==> src/rtl/fcmd_pkg.sv <==
package fcmd_pkg;
   localparam int NSECT = 7;

   typedef enum logic [2:0] {
      OP_READ = 3'd0, OP_IDENT = 3'd1, OP_PROG = 3'd2, OP_CHIP = 3'd3,
      OP_SECT = 3'd4, OP_SUSP = 3'd5, OP_RESUME = 3'd6, OP_ADD = 3'd7
   } op_e;

   typedef enum logic [1:0] {
      M_READ = 2'd0, M_IDENT = 2'd1, M_BUSY = 2'd2, M_SUSP = 2'd3
   } mode_e;

   typedef enum logic [2:0] {
      S_IDLE, S_U1, S_U2, S_PGM, S_E3, S_E4, S_E5
   } seq_e;

   localparam logic [7:0] D_KEY1  = 8'hAA;
   localparam logic [7:0] D_KEY2  = 8'h55;
   localparam logic [7:0] D_PGM   = 8'hA0;
   localparam logic [7:0] D_ERA   = 8'h80;
   localparam logic [7:0] D_IDENT = 8'h90;
   localparam logic [7:0] D_CHIP  = 8'h10;
   localparam logic [7:0] D_SECT  = 8'h30;
   localparam logic [7:0] D_RST   = 8'hF0;
   localparam logic [7:0] D_SUSP  = 8'hB0;
endpackage

==> src/rtl/fcmd_sector.sv <==
module fcmd_sector #(
   parameter int ADDR_W   = 18,
   parameter bit TOP_BOOT = 1'b1
) (
   input  logic [ADDR_W-1:0]         addr,
   output logic [fcmd_pkg::NSECT-1:0] onehot
);
   logic [4:0] a;
   logic [2:0] idx;

   assign a = addr[ADDR_W-1 -: 5];

   generate
      if (TOP_BOOT) begin : g_top
         always_comb begin
            if (a[4:3] != 2'd3)      idx = {1'b0, a[4:3]};
            else if (!a[2])          idx = 3'd3;
            else if (a[1:0] == 2'd0) idx = 3'd4;
            else if (a[1:0] == 2'd1) idx = 3'd5;
            else                     idx = 3'd6;
         end
      end else begin : g_bottom
         always_comb begin
            if (a[4:3] != 2'd0) idx = {1'b0, a[4:3]} + 3'd3;
            else if (a[2])      idx = 3'd3;
            else if (!a[1])     idx = 3'd0;
            else if (!a[0])     idx = 3'd1;
            else                idx = 3'd2;
         end
      end
   endgenerate

   assign onehot = fcmd_pkg::NSECT'(1) << idx;
endmodule

==> src/rtl/fcmd_idread.sv <==
module fcmd_idread #(
   parameter int         ADDR_W   = 18,
   parameter bit         TOP_BOOT = 1'b1,
   parameter logic [7:0] MFR_CODE = 8'hC2,
   parameter logic [7:0] DEV_CODE = 8'hB0
) (
   input  logic                       ident_on,
   input  logic [ADDR_W-1:0]          rd_addr,
   input  logic [fcmd_pkg::NSECT-1:0] prot_mask,
   output logic [7:0]                 rdata
);
   logic [fcmd_pkg::NSECT-1:0] rd_sec;

   fcmd_sector #(.ADDR_W(ADDR_W), .TOP_BOOT(TOP_BOOT)) u_rd_sec (
      .addr(rd_addr), .onehot(rd_sec)
   );

   always_comb begin
      rdata = 8'h00;
      if (ident_on) begin
         case (rd_addr[1:0])
            2'd0:    rdata = MFR_CODE;
            2'd1:    rdata = DEV_CODE;
            2'd2:    rdata = {7'd0, |(prot_mask & rd_sec)};
            default: rdata = 8'h00;
         endcase
      end
   end
endmodule

==> src/rtl/fcmd_ctrl.sv <==
module fcmd_ctrl
   import fcmd_pkg::*;
#(
   parameter int ADDR_W     = 18,
   parameter int MATCH_W    = 11,
   parameter int APPEND_WIN = 8
) (
   input  logic              clk,
   input  logic              rst_n,
   input  logic              wr_en,
   input  logic [ADDR_W-1:0] wr_addr,
   input  logic [7:0]        wr_data,
   input  logic [NSECT-1:0]  wr_sec,
   input  logic              eng_done,
   output logic              req_valid,
   output op_e               req_op,
   output logic [ADDR_W-1:0] req_addr,
   output logic [7:0]        req_data,
   output logic [NSECT-1:0]  erase_set,
   output mode_e             mode
);
   localparam int WIN_W = $clog2(APPEND_WIN + 1);
   localparam logic [MATCH_W-1:0] A_ONE = MATCH_W'(11'h555);
   localparam logic [MATCH_W-1:0] A_TWO = MATCH_W'(11'h2AA);

   seq_e             seq, nxt;
   logic             hit, fail, sec_run;
   op_e              hop;
   logic [WIN_W-1:0] win;
   logic             at1, at2;

   assign at1 = (wr_addr[MATCH_W-1:0] == A_ONE);
   assign at2 = (wr_addr[MATCH_W-1:0] == A_TWO);

   always_comb begin
      nxt  = S_IDLE;
      hit  = 1'b0;
      fail = 1'b0;
      hop  = OP_READ;
      if (seq != S_PGM && wr_data == D_RST) begin
         hit = 1'b1;
      end else begin
         case (seq)
            S_IDLE: if (at1 && wr_data == D_KEY1) nxt = S_U1; else fail = 1'b1;
            S_U1:   if (at2 && wr_data == D_KEY2) nxt = S_U2; else fail = 1'b1;
            S_U2: begin
               if (at1 && wr_data == D_PGM)        nxt = S_PGM;
               else if (at1 && wr_data == D_ERA)   nxt = S_E3;
               else if (at1 && wr_data == D_IDENT) begin hit = 1'b1; hop = OP_IDENT; end
               else fail = 1'b1;
            end
            S_PGM: begin hit = 1'b1; hop = OP_PROG; end
            S_E3:   if (at1 && wr_data == D_KEY1) nxt = S_E4; else fail = 1'b1;
            S_E4:   if (at2 && wr_data == D_KEY2) nxt = S_E5; else fail = 1'b1;
            S_E5: begin
               if (at1 && wr_data == D_CHIP)  begin hit = 1'b1; hop = OP_CHIP; end
               else if (wr_data == D_SECT)    begin hit = 1'b1; hop = OP_SECT; end
               else fail = 1'b1;
            end
            default: fail = 1'b1;
         endcase
      end
   end

   always_ff @(posedge clk) begin
      if (!rst_n) begin
         seq       <= S_IDLE;
         mode      <= M_READ;
         req_valid <= 1'b0;
         req_op    <= OP_READ;
         req_addr  <= '0;
         req_data  <= '0;
         erase_set <= '0;
         sec_run   <= 1'b0;
         win       <= '0;
      end else begin
         req_valid <= 1'b0;
         if (win != '0) win <= win - 1'b1;
         if (wr_en) begin
            req_addr <= wr_addr;
            req_data <= wr_data;
            case (mode)
               M_BUSY: begin
                  if (wr_data == D_RST) begin
                     req_valid <= 1'b1; req_op <= OP_READ; mode <= M_READ;
                     erase_set <= '0; sec_run <= 1'b0; win <= '0;
                  end else if (sec_run && win != '0 && wr_data == D_SECT) begin
                     req_valid <= 1'b1; req_op <= OP_ADD;
                     erase_set <= erase_set | wr_sec;
                     win       <= WIN_W'(APPEND_WIN);
                  end else if (sec_run && wr_data == D_SUSP) begin
                     req_valid <= 1'b1; req_op <= OP_SUSP; mode <= M_SUSP; win <= '0;
                  end else if (eng_done) begin
                     mode <= M_READ; sec_run <= 1'b0; win <= '0;
                  end
               end
               M_SUSP: begin
                  if (wr_data == D_SECT) begin
                     req_valid <= 1'b1; req_op <= OP_RESUME; mode <= M_BUSY;
                  end
               end
               default: begin
                  seq <= nxt;
                  if (fail) mode <= M_READ;
                  if (hit) begin
                     req_valid <= 1'b1;
                     req_op    <= hop;
                     case (hop)
                        OP_IDENT: mode <= M_IDENT;
                        OP_PROG:  mode <= M_BUSY;
                        OP_CHIP: begin mode <= M_BUSY; erase_set <= '1; sec_run <= 1'b0; end
                        OP_SECT: begin
                           mode <= M_BUSY; erase_set <= wr_sec; sec_run <= 1'b1;
                           win  <= WIN_W'(APPEND_WIN);
                        end
                        default: begin mode <= M_READ; erase_set <= '0; end
                     endcase
                  end
               end
            endcase
         end else if (eng_done && mode == M_BUSY) begin
            mode <= M_READ; sec_run <= 1'b0; win <= '0;
         end
      end
   end
endmodule

==> src/rtl/fcmd_decoder.sv <==
module fcmd_decoder #(
   parameter int         ADDR_W     = 18,
   parameter int         MATCH_W    = 11,
   parameter int         APPEND_WIN = 8,
   parameter bit         TOP_BOOT   = 1'b1,
   parameter logic [7:0] MFR_CODE   = 8'hC2,
   parameter logic [7:0] DEV_CODE   = 8'hB0
) (
   input  logic              clk,
   input  logic              rst_n,
   input  logic              wr_en,
   input  logic [ADDR_W-1:0] wr_addr,
   input  logic [7:0]        wr_data,
   input  logic              eng_done,
   input  logic [6:0]        prot_mask,
   input  logic [ADDR_W-1:0] rd_addr,
   output logic              req_valid,
   output logic [2:0]        req_op,
   output logic [ADDR_W-1:0] req_addr,
   output logic [7:0]        req_data,
   output logic [6:0]        erase_set,
   output logic [1:0]        cur_mode,
   output logic [7:0]        id_rdata
);
   import fcmd_pkg::*;

   generate
      if (MATCH_W < 10 || MATCH_W > ADDR_W) begin : g_bad_match
         $error("MATCH_W must lie between 10 and ADDR_W");
      end
      if (ADDR_W < 13) begin : g_bad_addr
         $error("ADDR_W too small for the sector layout");
      end
      if (APPEND_WIN < 1) begin : g_bad_win
         $error("APPEND_WIN must be at least 1");
      end
   endgenerate

   logic [NSECT-1:0] wr_sec;
   op_e              op_q;
   mode_e            mode_q;

   fcmd_sector #(.ADDR_W(ADDR_W), .TOP_BOOT(TOP_BOOT)) u_wr_sec (
      .addr(wr_addr), .onehot(wr_sec)
   );

   fcmd_ctrl #(.ADDR_W(ADDR_W), .MATCH_W(MATCH_W), .APPEND_WIN(APPEND_WIN)) u_ctrl (
      .clk(clk), .rst_n(rst_n), .wr_en(wr_en), .wr_addr(wr_addr), .wr_data(wr_data),
      .wr_sec(wr_sec), .eng_done(eng_done), .req_valid(req_valid), .req_op(op_q),
      .req_addr(req_addr), .req_data(req_data), .erase_set(erase_set), .mode(mode_q)
   );

   fcmd_idread #(.ADDR_W(ADDR_W), .TOP_BOOT(TOP_BOOT), .MFR_CODE(MFR_CODE),
                 .DEV_CODE(DEV_CODE)) u_idread (
      .ident_on(mode_q == M_IDENT), .rd_addr(rd_addr), .prot_mask(prot_mask),
      .rdata(id_rdata)
   );

   assign req_op   = op_q;
   assign cur_mode = mode_q;
endmodule

==> config.mk <==
export PLATFORM = sky130hd
export DESIGN_NAME = fcmd_decoder
export DESIGN_NICKNAME = d
export VERILOG_FILES = /design/src/rtl/fcmd_pkg.sv /design/src/rtl/fcmd_sector.sv /design/src/rtl/fcmd_idread.sv /design/src/rtl/fcmd_ctrl.sv /design/src/rtl/fcmd_decoder.sv
export SDC_FILE = /design/constraint.sdc
export NUM_CORES = 1
export LEC_CHECK = 0
export BUFFER_PORTS_ARGS = -buffer_cell sky130_fd_sc_hd__buf_2
export CORE_ASPECT_RATIO = 0.8
export CORE_UTILIZATION = 30
export CTS_BUF_LIST = sky130_fd_sc_hd__clkbuf_16
export CTS_CLUSTER_DIAMETER = 80
export DETAILED_ROUTE_END_ITERATION = 8
export GPL_ROUTABILITY_DRIVEN = 1
export PLACE_DENSITY = 0.53
export SLEW_MARGIN = 15
export SYNTH_ARGS = -nofsm -noshare
export SYNTH_HDL_FRONTEND = slang
export SYNTH_SLANG_ARGS = --single-unit
==> constraint.sdc <==
create_clock -name clk -period 2.9 [get_ports clk]
set_clock_uncertainty 0.2 [all_clocks]
set_input_delay 0.58 -clock clk [delete_from_list [all_inputs] [get_ports clk]]
set_output_delay 0.58 -clock clk [all_outputs]
set_load 0.01 [all_outputs]
Word-level counts from Yosys, hierarchy flattened
Index checks and enable logic that the tools add are counted.
{ "word_totals": {"reg_bits": 47, "output_inout_bits": 47, "in_bits": 55} }
{ "op_classes": {"reduce_logical": 31, "muxes": 87, "bitwise_logic": 4, "n_shift": 2, "n_eq_ne": 44, "add_sub_neg": 1} }
{ "ops": {"columns": ["operator", "n"], "rows": [
  ["two-way mux 3 bit", 20],
  ["equality test 8 bit (second input constant)", 6],
  ["two-way mux 4 bit", 9],
  ["two-way mux 1 bit", 27],
  ["two-way mux 2 bit", 13],
  ["one-hot mux 8 bit (3 select lines)", 1],
  ["two-way mux 7 bit", 3],
  ["one-hot mux 7 bit (3 select lines)", 1],
  ["one-hot mux 3 bit (5 select lines)", 1],
  ["one-hot mux 7 bit (2 select lines)", 1],
  ["left shift 1 x 3 -> 7 bit (first input constant)", 2],
  ["equality test 3 x 2 -> 1 bit (second input constant)", 4],
  ["equality test 3 bit (second input constant)", 4],
  ["inequality test 4 x 3 -> 1 bit (second input constant)", 3],
  ["equality test 11 x 10 -> 1 bit (second input constant)", 1],
  ["equality test 11 bit (second input constant)", 1],
  ["logical AND 1 bit", 11],
  ["AND reduction 5 bit", 2],
  ["one-hot mux 3 bit (3 select lines)", 1],
  ["equality test 2 x 1 -> 1 bit (second input constant)", 4],
  ["equality test 8 x 5 -> 1 bit (second input constant)", 1],
  ["equality test 8 x 6 -> 1 bit (second input constant)", 1],
  ["equality test 8 x 7 -> 1 bit (second input constant)", 1],
  ["two-way mux 8 bit", 1],
  ["30 further kinds", 50]
]} }

Depth between registers and ports, before layout
Gate-level depths: netlist (run 1).
{ "logic_depth": {"word_depth": 13, "depth_mapped": 9} }

Modules after synthesis
Synthesis (run 1) repeated with hierarchy kept, for this count alone.
{ "hier_totals": {"cells_unflattened": 345, "area_unflattened_um2": 2866.5} }
{ "modules_own_cells": {"columns": ["mod", "cells_each", "area_each_um2", "seq_area_each_um2", "instances"], "rows": [
  ["fcmd_ctrl", 313, 2622.5, 940.9, 1],
  ["fcmd_sector", 9, 66.3, 0.0, 2],
  ["fcmd_idread", 13, 97.6, 0.0, 1],
  ["fcmd_decoder", 1, 13.8, 0.0, 1]
]} }

Worst setup path before layout (run 1)
OpenSTA, ideal clock, no wires.
{ "synth_path": {"path_type": "reg-to-output", "from": "register u_ctrl.mode[1]", "to": "output port id_rdata[6]", "n_path_buf": 3, "path_stages_with_launch": 6, "t_required_ns": 2.120, "path_slack_ns": 0.559, "arrival_ns": 1.561, "cell_sequence": "dfxtp_1 buf_2 clkbuf_1 nor3b_1 nor2b_1 buf_4"} }
{ "synth_between": {"elab_chain_cells": 2} }
{ "synth_lines": {"columns": ["element", "line_no", "text"], "rows": [
  ["start: declaration", "fcmd_ctrl.sv:20", "output mode_e mode"],
  ["start signal: assignment", "fcmd_ctrl.sv:68", "mode <= M_READ;"],
  ["start signal: assignment", "fcmd_ctrl.sv:85", "req_valid <= 1'b1; req_op <= OP_READ; mode <= M_READ;"],
  ["start signal: assignment", "fcmd_ctrl.sv:92", "req_valid <= 1'b1; req_op <= OP_SUSP; mode <= M_SUSP; win <= '0;"],
  ["equality test 2 x 1 -> 1 bit", "fcmd_decoder.sv:55", ".ident_on(mode_q == M_IDENT), .rd_addr(rd_addr), .prot_mask(prot_mask),"],
  ["two-way mux 8 bit", "fcmd_idread.sv:20", "if (ident_on) begin"],
  ["end: declaration", "fcmd_decoder.sv:23", "output logic [7:0] id_rdata"]
]} }
No other way between the ends.

Worst setup path after layout (run 1)
{ "layout_path": {"from": "input port wr_data[7]", "to": "register u_ctrl.erase_set[2]"} }
{ "layout_between": {"elab_chain_cells": 12, "word_cells_on_any_way": 39} }
{ "layout_lines": {"columns": ["element", "line_no", "text"], "rows": [
  ["start: declaration", "fcmd_decoder.sv:13", "input logic [7:0] wr_data,"],
  ["equality test 8 bit", "fcmd_ctrl.sv:49", "else if (at1 && wr_data == D_IDENT) begin hit = 1'b1; hop = OP_IDENT; end"],
  ["logical AND 1 bit", "fcmd_ctrl.sv:49", null],
  ["two-way mux 1 bit", "fcmd_ctrl.sv:49", null],
  ["two-way mux 3 bit", "fcmd_ctrl.sv:48", "else if (at1 && wr_data == D_ERA) nxt = S_E3;"],
  ["two-way mux 3 bit", "fcmd_ctrl.sv:47", "if (at1 && wr_data == D_PGM) nxt = S_PGM;"],
  ["one-hot mux 3 bit (3 select lines)", "fcmd_ctrl.sv:43", "case (seq)"],
  ["two-way mux 3 bit", "fcmd_ctrl.sv:40", "if (seq != S_PGM && wr_data == D_RST) begin"],
  ["equality test 3 x 1 -> 1 bit / equality test 3 x 2 -> 1 bit (equally long branches)", "fcmd_ctrl.sv:108", "case (hop)"],
  ["OR reduction 2 bit (no line)", null, null],
  ["one-hot mux 7 bit (3 select lines)", "fcmd_ctrl.sv:108", null],
  ["two-way mux 7 bit", "fcmd_ctrl.sv:105", "if (hit) begin"],
  ["one-hot mux 7 bit (2 select lines)", "fcmd_ctrl.sv:82", "case (mode)"],
  ["end signal: assignment", "fcmd_ctrl.sv:89", "erase_set <= erase_set | wr_sec;"],
  ["end: declaration", "fcmd_ctrl.sv:19", "output logic [NSECT-1:0] erase_set,"]
]} }
Parallel ways exist; a longest one is shown, timed or not. The select of a mux whose other input is x is not followed.
A chain may end at the register's enable or synchronous reset.

==> load_flow_metrics.sql, run 1 <==
INSERT INTO impl_metrics (metric_group, metric, value, unit) VALUES
('cts', 'clk_pin_slew_worst_paths', '0.06', 'ns'),
('yosys', 'async_flop_share', '0', ''),
('yosys', 'synthAdderAreaFrac', '0.00435', ''),
('yosys', 'yosys_warnings', '0', ''),
('cts', 'clock_insertion_delay_worst_skew', '0.28', 'ns'),
('setup_path', 'timing.critical_path.fanout_max', '13', ''),
('finish', 'antennaDiodeCount', '0', ''),
('yosys', 'ys_seq_elements', '47', ''),
('yosys', 'synth_cell_types', '73', ''),
('cts', 'cts-root-to-sink-buffers', '2', ''),
('cts', 'h-tree-depth', '2', ''),
('power', 'total_power_density_per_cell_area', '449', 'nW/um^2'),
('floorplan', 'io_pins', '102', ''),
('status', 'violations', 'DRC', ''),
('yosys', 'synth.avg_cell_area', '8.80', 'um^2'),
('setup_path', 'cp-start-kind', 'primary input', ''),
('sta', 'report.final.slew_viol_count', '0', ''),
('power', 'max-vdd-ir-drop', '0.265', 'mV'),
('setup_path', 'reg2reg_depth', '8', ''),
('global_route', 'largest_net_degree_at_the_start_of_global_routing', '30', ''),
('setup_path', 'worst-setup-path-type', 'in2reg', ''),
('sta', 'max_freq', '423', 'MHz'),
('global_route', 'first_global_vias', '2487', ''),
('hold_path', 'hold_path_depth', '2', ''),
('placed_design', 'gp_congestion', '0.761', ''),
('run', 'timing.max_cap.violations', '0', ''),
('power', 'power_leakage', '1.52', 'nW'),
('status', 'status', 'complete, but fails checks', ''),
('finish', 'final_cell_area', '3530', 'um^2'),
('floorplan', 'fp.dieW', '112', 'um'),
('yosys', 'synth_sequential_area_ratio', '0.327', ''),
('drt', 'via_count', '2656', ''),
('yosys', 'postSynth.topFlopCell', 'sky130_fd_sc_hd__dfxtp_1', ''),
('drt', 'dr_pass1_iterations', '6', ''),
('yosys', 'muxShareOfSynthArea', '0.126', ''),
('global_route', 'global_route.overflow_total', '0', ''),
('global_route', 'grt_first_pass_wirelength', '12100', 'um'),
('setup_path', 'crit_required', '2.85', 'ns'),
('yosys', 'syn_area', '2880', 'um^2'),
('cts', 'cts.repair_timing.setup_buffer_count', '0', ''),
('floorplan', 'initial_utilization', '0.313', ''),
('cts', 'clock_tree_from_tritoncts', 'done', ''),
('yosys', 'synth_area_leader_cell', 'sky130_fd_sc_hd__dfxtp_1', ''),
('sta', 'timing.slew.headroom', '0.647', ''),
('placed_design', 'dp_hpwl', '5700', 'um'),
('sta', 'final-hold-violation-count', '0', ''),
('setup_path', 'timing.critical_path.to_type', 'register', ''),
('yosys', 'synthCells', '327', ''),
('cts', 'cts_hold_buffers', '0', ''),
('drt', 'detail_route.wirelength', '7450', 'um'),
('placed_design', 'placed_instance_area', '3400', 'um^2'),
('cts', 'clockRootBuffer', 'sky130_fd_sc_hd__clkbuf_16', ''),
('finish', 'multi_input_area', '1800', 'um^2'),
('finish', 'final_layout_size_suffix_gt1_frac', '0.300', ''),
('finish', 'final_common_cell', 'sky130_fd_sc_hd__buf_2', ''),
('finish', 'area_growth', '22.6', '%'),
('setup_path', 'arrival', '2.32', 'ns'),
('cts', 'cts_made_buffers', '5', ''),
('finish', 'register_area', '941', 'um^2'),
('finish', 'fill_cells', '948', ''),
('yosys', 'synth_compound_gate_area_share', '0.152', ''),
('drt', 'drcViolationCount', '5', ''),
('floorplan', 'die_h', '89.6', 'um'),
('placed_design', 'portBuffers', '88', ''),
('yosys', 'synth-edff-count', '0', ''),
('floorplan', 'count_of_standard_cell_rows', '31', ''),
('sta', 'worst_pin_slew', '0.528', 'ns'),
('drt', 'first_iteration_detailed_routing_drc_count', '168', ''),
('yosys', 'synth.top_cell.area_share', '0.327', ''),
('sta', 'period_needed', '2.36', 'ns'),
('drt', 'viasPerCell', '5.10', '');
[worst paths after layout]
| path | slack (ns) | startpoint | end |
|---|---|---|---|
| hold / removal | 0.26 | u_ctrl.erase_set[2] | u_ctrl.erase_set[2] |
| setup reg to reg | 0.65 | u_ctrl.win[0] | u_ctrl.mode[1] |
| hold reg to reg | 0.26 | u_ctrl.erase_set[2] | u_ctrl.erase_set[2] |
| setup / recovery | 0.54 | wr_data[7] | u_ctrl.erase_set[2] |
[cell families (layout without fill, tap and decap cells)]
group | after synthesis | in the layout
AO/OA/AOI/OAI | 63 | 63
XOR/XNOR | 1 | 1
adder cells (fa/ha/maj) | 1 | 1
buffers and inverters | 28 | 106
flip-flops | 47 | 47
multiplexers | 36 | 36
other | 1 | 2
AND/OR/NAND/NOR | 150 | 150
[sequential cells by signal, summed over array words and instances (netlist names)]
register and count:
u_ctrl.req_addr 18, u_ctrl.req_op 3, u_ctrl.erase_set 7, u_ctrl.req_data 8, u_ctrl.req_valid 1, u_ctrl.win 4, u_ctrl.mode 2, u_ctrl.seq 3
u_ctrl.sec_run 1
[Yosys cell counts (all sizes together) (6+ instances only)]
master / number
dfxtp: 47
nor2b: 31
o21ai: 15
nor3: 9
nand2: 31
nand4: 9
o22ai: 6
buf: 14
clkbuf: 10
nor2: 19
a21oi: 11
mux2i: 35
[where the power goes]
group          switching, mW  internal (mW)
sequential            0.0251          0.689
combinational          0.180          0.150
clock                  0.230          0.310
[final cells by class]
class / count / share of cell area
clock buffer: 5 / 0.0354
clock inverter: 2 / 0.00248
inverter: 4 / 0.00425
multi-input combinational: 253 / 0.511
sequential: 47 / 0.267
tap: 115 / 0.0408
timing repair buffer: 95 / 0.140
[layer usage]
layer,vias up,share of wire,GRT usage
li1,1351,-,-
met1,1215,0.49,0.201
met2,85,0.43,0.244
met3,5,0.073,0.0423
met4,0,0.0077,0.0430
met5,-,0,0
[stage by stage]
| stage | hold slack (ns) | instances | total power [mW] | worst slack (ns) |
|---|---|---|---|---|
| after global routing | 0.277 | 521 | 1.67 | 0.408 |
| final | 0.256 | 521 | 1.58 | 0.538 |
| after CTS | 0.263 | 521 | 1.60 | 0.546 |
| after global placement | 0.248 | 514 | 1.05 | 0.264 |
| after detailed placement | 0.255 | 514 | 1.06 | 0.249 |
| after floorplan | 0.274 | 328 | 0.955 | 0.559 |
[critical path, stage by stage]
cell and delay [ns]:
sky130_fd_sc_hd__buf_2 0.26, sky130_fd_sc_hd__nor4b_1 0.35, sky130_fd_sc_hd__and4_1 0.26, sky130_fd_sc_hd__and3_2 0.27, sky130_fd_sc_hd__nor4_1 0.10, sky130_fd_sc_hd__nor2_1 0.36, sky130_fd_sc_hd__o22ai_1 0.14
Power figures use the tool's default switching activity.
==> run 2, diff against run 1 <==
==> constraint.sdc (replaced) <==
create_clock -name clk -period 2.2 [get_ports clk]
set_clock_uncertainty 0.2 [all_clocks]
set_input_delay 0.44 -clock clk [delete_from_list [all_inputs] [get_ports clk]]
set_output_delay 0.44 -clock clk [all_outputs]
set_load 0.01 [all_outputs]
==> run 2 against run 1 <==
Non-clock buffer count up 45. The flow still finishes with violations (DRC). Critical path depth down 1. Core utilization up 4.6 points. Routed wire length up 8.0%. Final cell count up 8.6%. Worst hold slack worse by 0.041 ns. Count of clock-buffer cells in the layout unchanged. Highest routed layer unchanged. Flip-flop and latch count unchanged.
==> load_flow_metrics.sql, run 2 (synthesis gave the netlist of run 1 again) <==
INSERT INTO impl_metrics (metric_group, metric, value, unit) VALUES
('floorplan', 'count_of_standard_cell_rows', '31', ''),
('sta', 'layout_worst_path_cycle_share', '0.947', ''),
('status', 'status', 'complete, but fails checks', ''),
('setup_path', 'ff2ff_setup_slack', '0.12', 'ns'),
('setup_path', 'slowest_delay', '0.41', 'ns'),
('floorplan', 'initial_utilization', '0.313', ''),
('floorplan', 'fp.dieW', '112', 'um'),
('drt', 'drcViolationCount', '7', ''),
('hold_path', 'timing.hold.worst.class', 'in2reg', ''),
('cts', 'cts_hold_buffers', '0', ''),
('setup_path', 'worst-setup-path-type', 'reg2reg', ''),
('finish', 'largest_registers', 'u_ctrl.req_addr (18), u_ctrl.req_data (8), u_ctrl.erase_set (7)', ''),
('cts', 'clock_insertion_delay_worst_skew', '0.28', 'ns'),
('floorplan', 'floorplan.die_area', '9990', 'um^2'),
('setup_path', 'crit_required', '2.22', 'ns'),
('finish', 'largest_reg_flops', '18', ''),
('floorplan', 'io_pins', '102', ''),
('power', 'clkPwrFrac', '0.366', ''),
('global_route', 'global_route.overflow_total', '0', ''),
('finish', 'layout_common_cells', '88 x sky130_fd_sc_hd__buf_2, 49 x sky130_fd_sc_hd__buf_4, 47 x sky130_fd_sc_hd__dfxtp_1', ''),
('sta', 'max_freq', '480', 'MHz'),
('cts', 'clk_pin_slew_worst_paths', '0.07', 'ns'),
('setup_path', 'slowest_stage', 'sky130_fd_sc_hd__dfxtp_1', ''),
('power', 'p_sw_frac', '0.260', ''),
('global_route', 'largest_net_degree_at_the_start_of_global_routing', '36', ''),
('cts', 'cts.sinks', '47', ''),
('cts', 'clock_tree_from_tritoncts', 'done', ''),
('finish', 'final_layout_size_suffix_gt1_frac', '0.384', ''),
('sta', 'report.final.slew_viol_count', '0', ''),
('sta', 'setup-violations-final', '0', ''),
('finish', 'multi_input_area', '1830', 'um^2'),
('drt', 'via_count', '2838', ''),
('finish', 'area_growth', '37.2', '%'),
('sta', 'timing.slew.headroom', '0.636', ''),
('setup_path', 'timing.critical_path.fanout_max', '6', ''),
('finish', 'fill_cells', '934', ''),
('finish', 'utilization', '0.430', ''),
('power', 'combinational_fraction_of_design_power', '0.225', ''),
('floorplan', 'die_h', '89.6', 'um'),
('sta', 'period_needed', '2.08', 'ns'),
('placed_design', 'gp_congestion', '0.826', ''),
('drt', 'routed_wire_per_std_cell', '14.2', 'um'),
('run', 'timing.max_cap.violations', '0', ''),
('setup_path', 'timing.critical_path.to_type', 'register', ''),
('sta', 'worst_pin_slew', '0.545', 'ns'),
('drt', 'detail_route.wirelength', '8040', 'um'),
('finish', 'largest-register', 'u_ctrl.req_addr', ''),
('placed_design', 'placedCellCount', '559', ''),
('global_route', 'first_global_vias', '2744', ''),
('drt', 'dr_pass1_iterations', '8', ''),
('setup_path', 'arrival', '2.10', 'ns'),
('drt', 'viasPerCell', '5.01', ''),
('cts', 'h-tree-depth', '2', ''),
('power', 'total_power_density_per_cell_area', '584', 'nW/um^2'),
('sta', 'final_hold_slack', '0.214', 'ns'),
('floorplan', 'core-area', '9190', 'um^2'),
('global_route', 'grt_use_total', '0.165', ''),
('finish', 'register_area', '941', 'um^2'),
('power', 'power_leakage', '1.77', 'nW'),
('cts', 'cts.repair.resized', '0', ''),
('status', 'violations', 'DRC', ''),
('cts', 'cts.repair_timing.setup_buffer_count', '0', ''),
('power', 'power_report.internal_total', '1.71', 'mW'),
('finish', 'final_common_cell', 'sky130_fd_sc_hd__buf_2', ''),
('cts', 'cts_made_buffers', '5', ''),
('cts', 'clockRootBuffer', 'sky130_fd_sc_hd__clkbuf_16', ''),
('power', 'total_power', '2.31', 'mW'),
('global_route', 'number_of_antenna_violations_at_the_first_check_in_global_routing', '0', ''),
('power', 'max-vdd-ir-drop', '0.343', 'mV'),
('finish', 'layout.cells.non_filler', '566', ''),
('sta', 'rsz_0062_raised_after_global_routing', 'no', ''),
('placed_design', 'dp_hpwl', '6220', 'um'),
('global_route', 'grt_first_pass_wirelength', '13200', 'um'),
('power', 'seq_power_share', '0.409', ''),
('cts', 'cts-root-to-sink-buffers', '2', ''),
('drt', 'first_iteration_detailed_routing_drc_count', '133', ''),
('setup_path', 'timing.critical_path.cells', 'and3b_4 > nand2_4 > nor3_2 > or3_4 > o311ai_4 > mux2i_1', ''),
('power', 'net-switching-power', '600', 'uW'),
('setup_path', 'cp-start-kind', 'register', ''),
('finish', 'design.final.nets', '507', ''),
('finish', 'antennaDiodeCount', '0', ''),
('drt', 'detail-route-antenna-nets', '0', ''),
('sta', 'final-hold-violation-count', '0', ''),
('placed_design', 'portBuffers', '88', '');
run 2: per-stage QoR:
| stage | area, um^2 | setup TNS, ns | setup WS [ns] |
|---|---|---|---|
| finish | 3950 | 0 | 0.117 |
| global route | 3950 | 0 | 0.00880 |
| CTS | 3930 | 0 | 0.0107 |
| global placement | 3760 | -1.35 | -0.114 |
| detailed placement | 3760 | -2.03 | -0.168 |
| floorplan | 2890 | 0 | 0.129 |
run 2: layer usage:
layer / global-route usage / routed length (um) / vias to the layer above
met5: 0 / 0 / -
met4: 0.0442 / 55 / 0
met3: 0.0309 / 432 / 5
met2: 0.277 / 3440 / 82
met1: 0.221 / 4120 / 1306
li1: - / - / 1445
run 2: final timing paths:
check             cells after the start                  end        startpoint
setup / recovery                      6     u_ctrl.req_op[2]     u_ctrl.seq[0]
hold / removal                        3  u_ctrl.req_addr[11]       wr_addr[11]
setup reg to reg                      6     u_ctrl.req_op[2]     u_ctrl.seq[0]
hold reg to reg                       2     u_ctrl.req_op[0]  u_ctrl.req_op[0]
run 2: critical path: cells and delay by family (launching register included):
kind / cells / cell delay [ns]
AOI/OAI and AO/OA: 1 / 0.38
DFF: 1 / 0.41
muxes: 1 / 0.23
and+or+nand+nor: 4 / 0.80
run 2: cell type report:
class / instances / share of cell area
clock inverters: 2 / 0.00950
well taps: 115 / 0.0364
clock buffers: 5 / 0.0317
inverters: 4 / 0.00380
repair buffers: 140 / 0.218
multi-input cells: 253 / 0.463
flip-flops and latches: 47 / 0.238
run 2: power by group through the flow:
stage	clock (mW)	combinational, mW	sequential, mW
6_report	0.844	0.520	0.943
4_1_cts	0.871	0.509	0.942
3_5_place_dp	0	0.506	0.960
5_1_grt	0.905	0.571	0.950
2_1_floorplan	0	0.290	0.968
3_3_place_gp	0	0.493	0.958
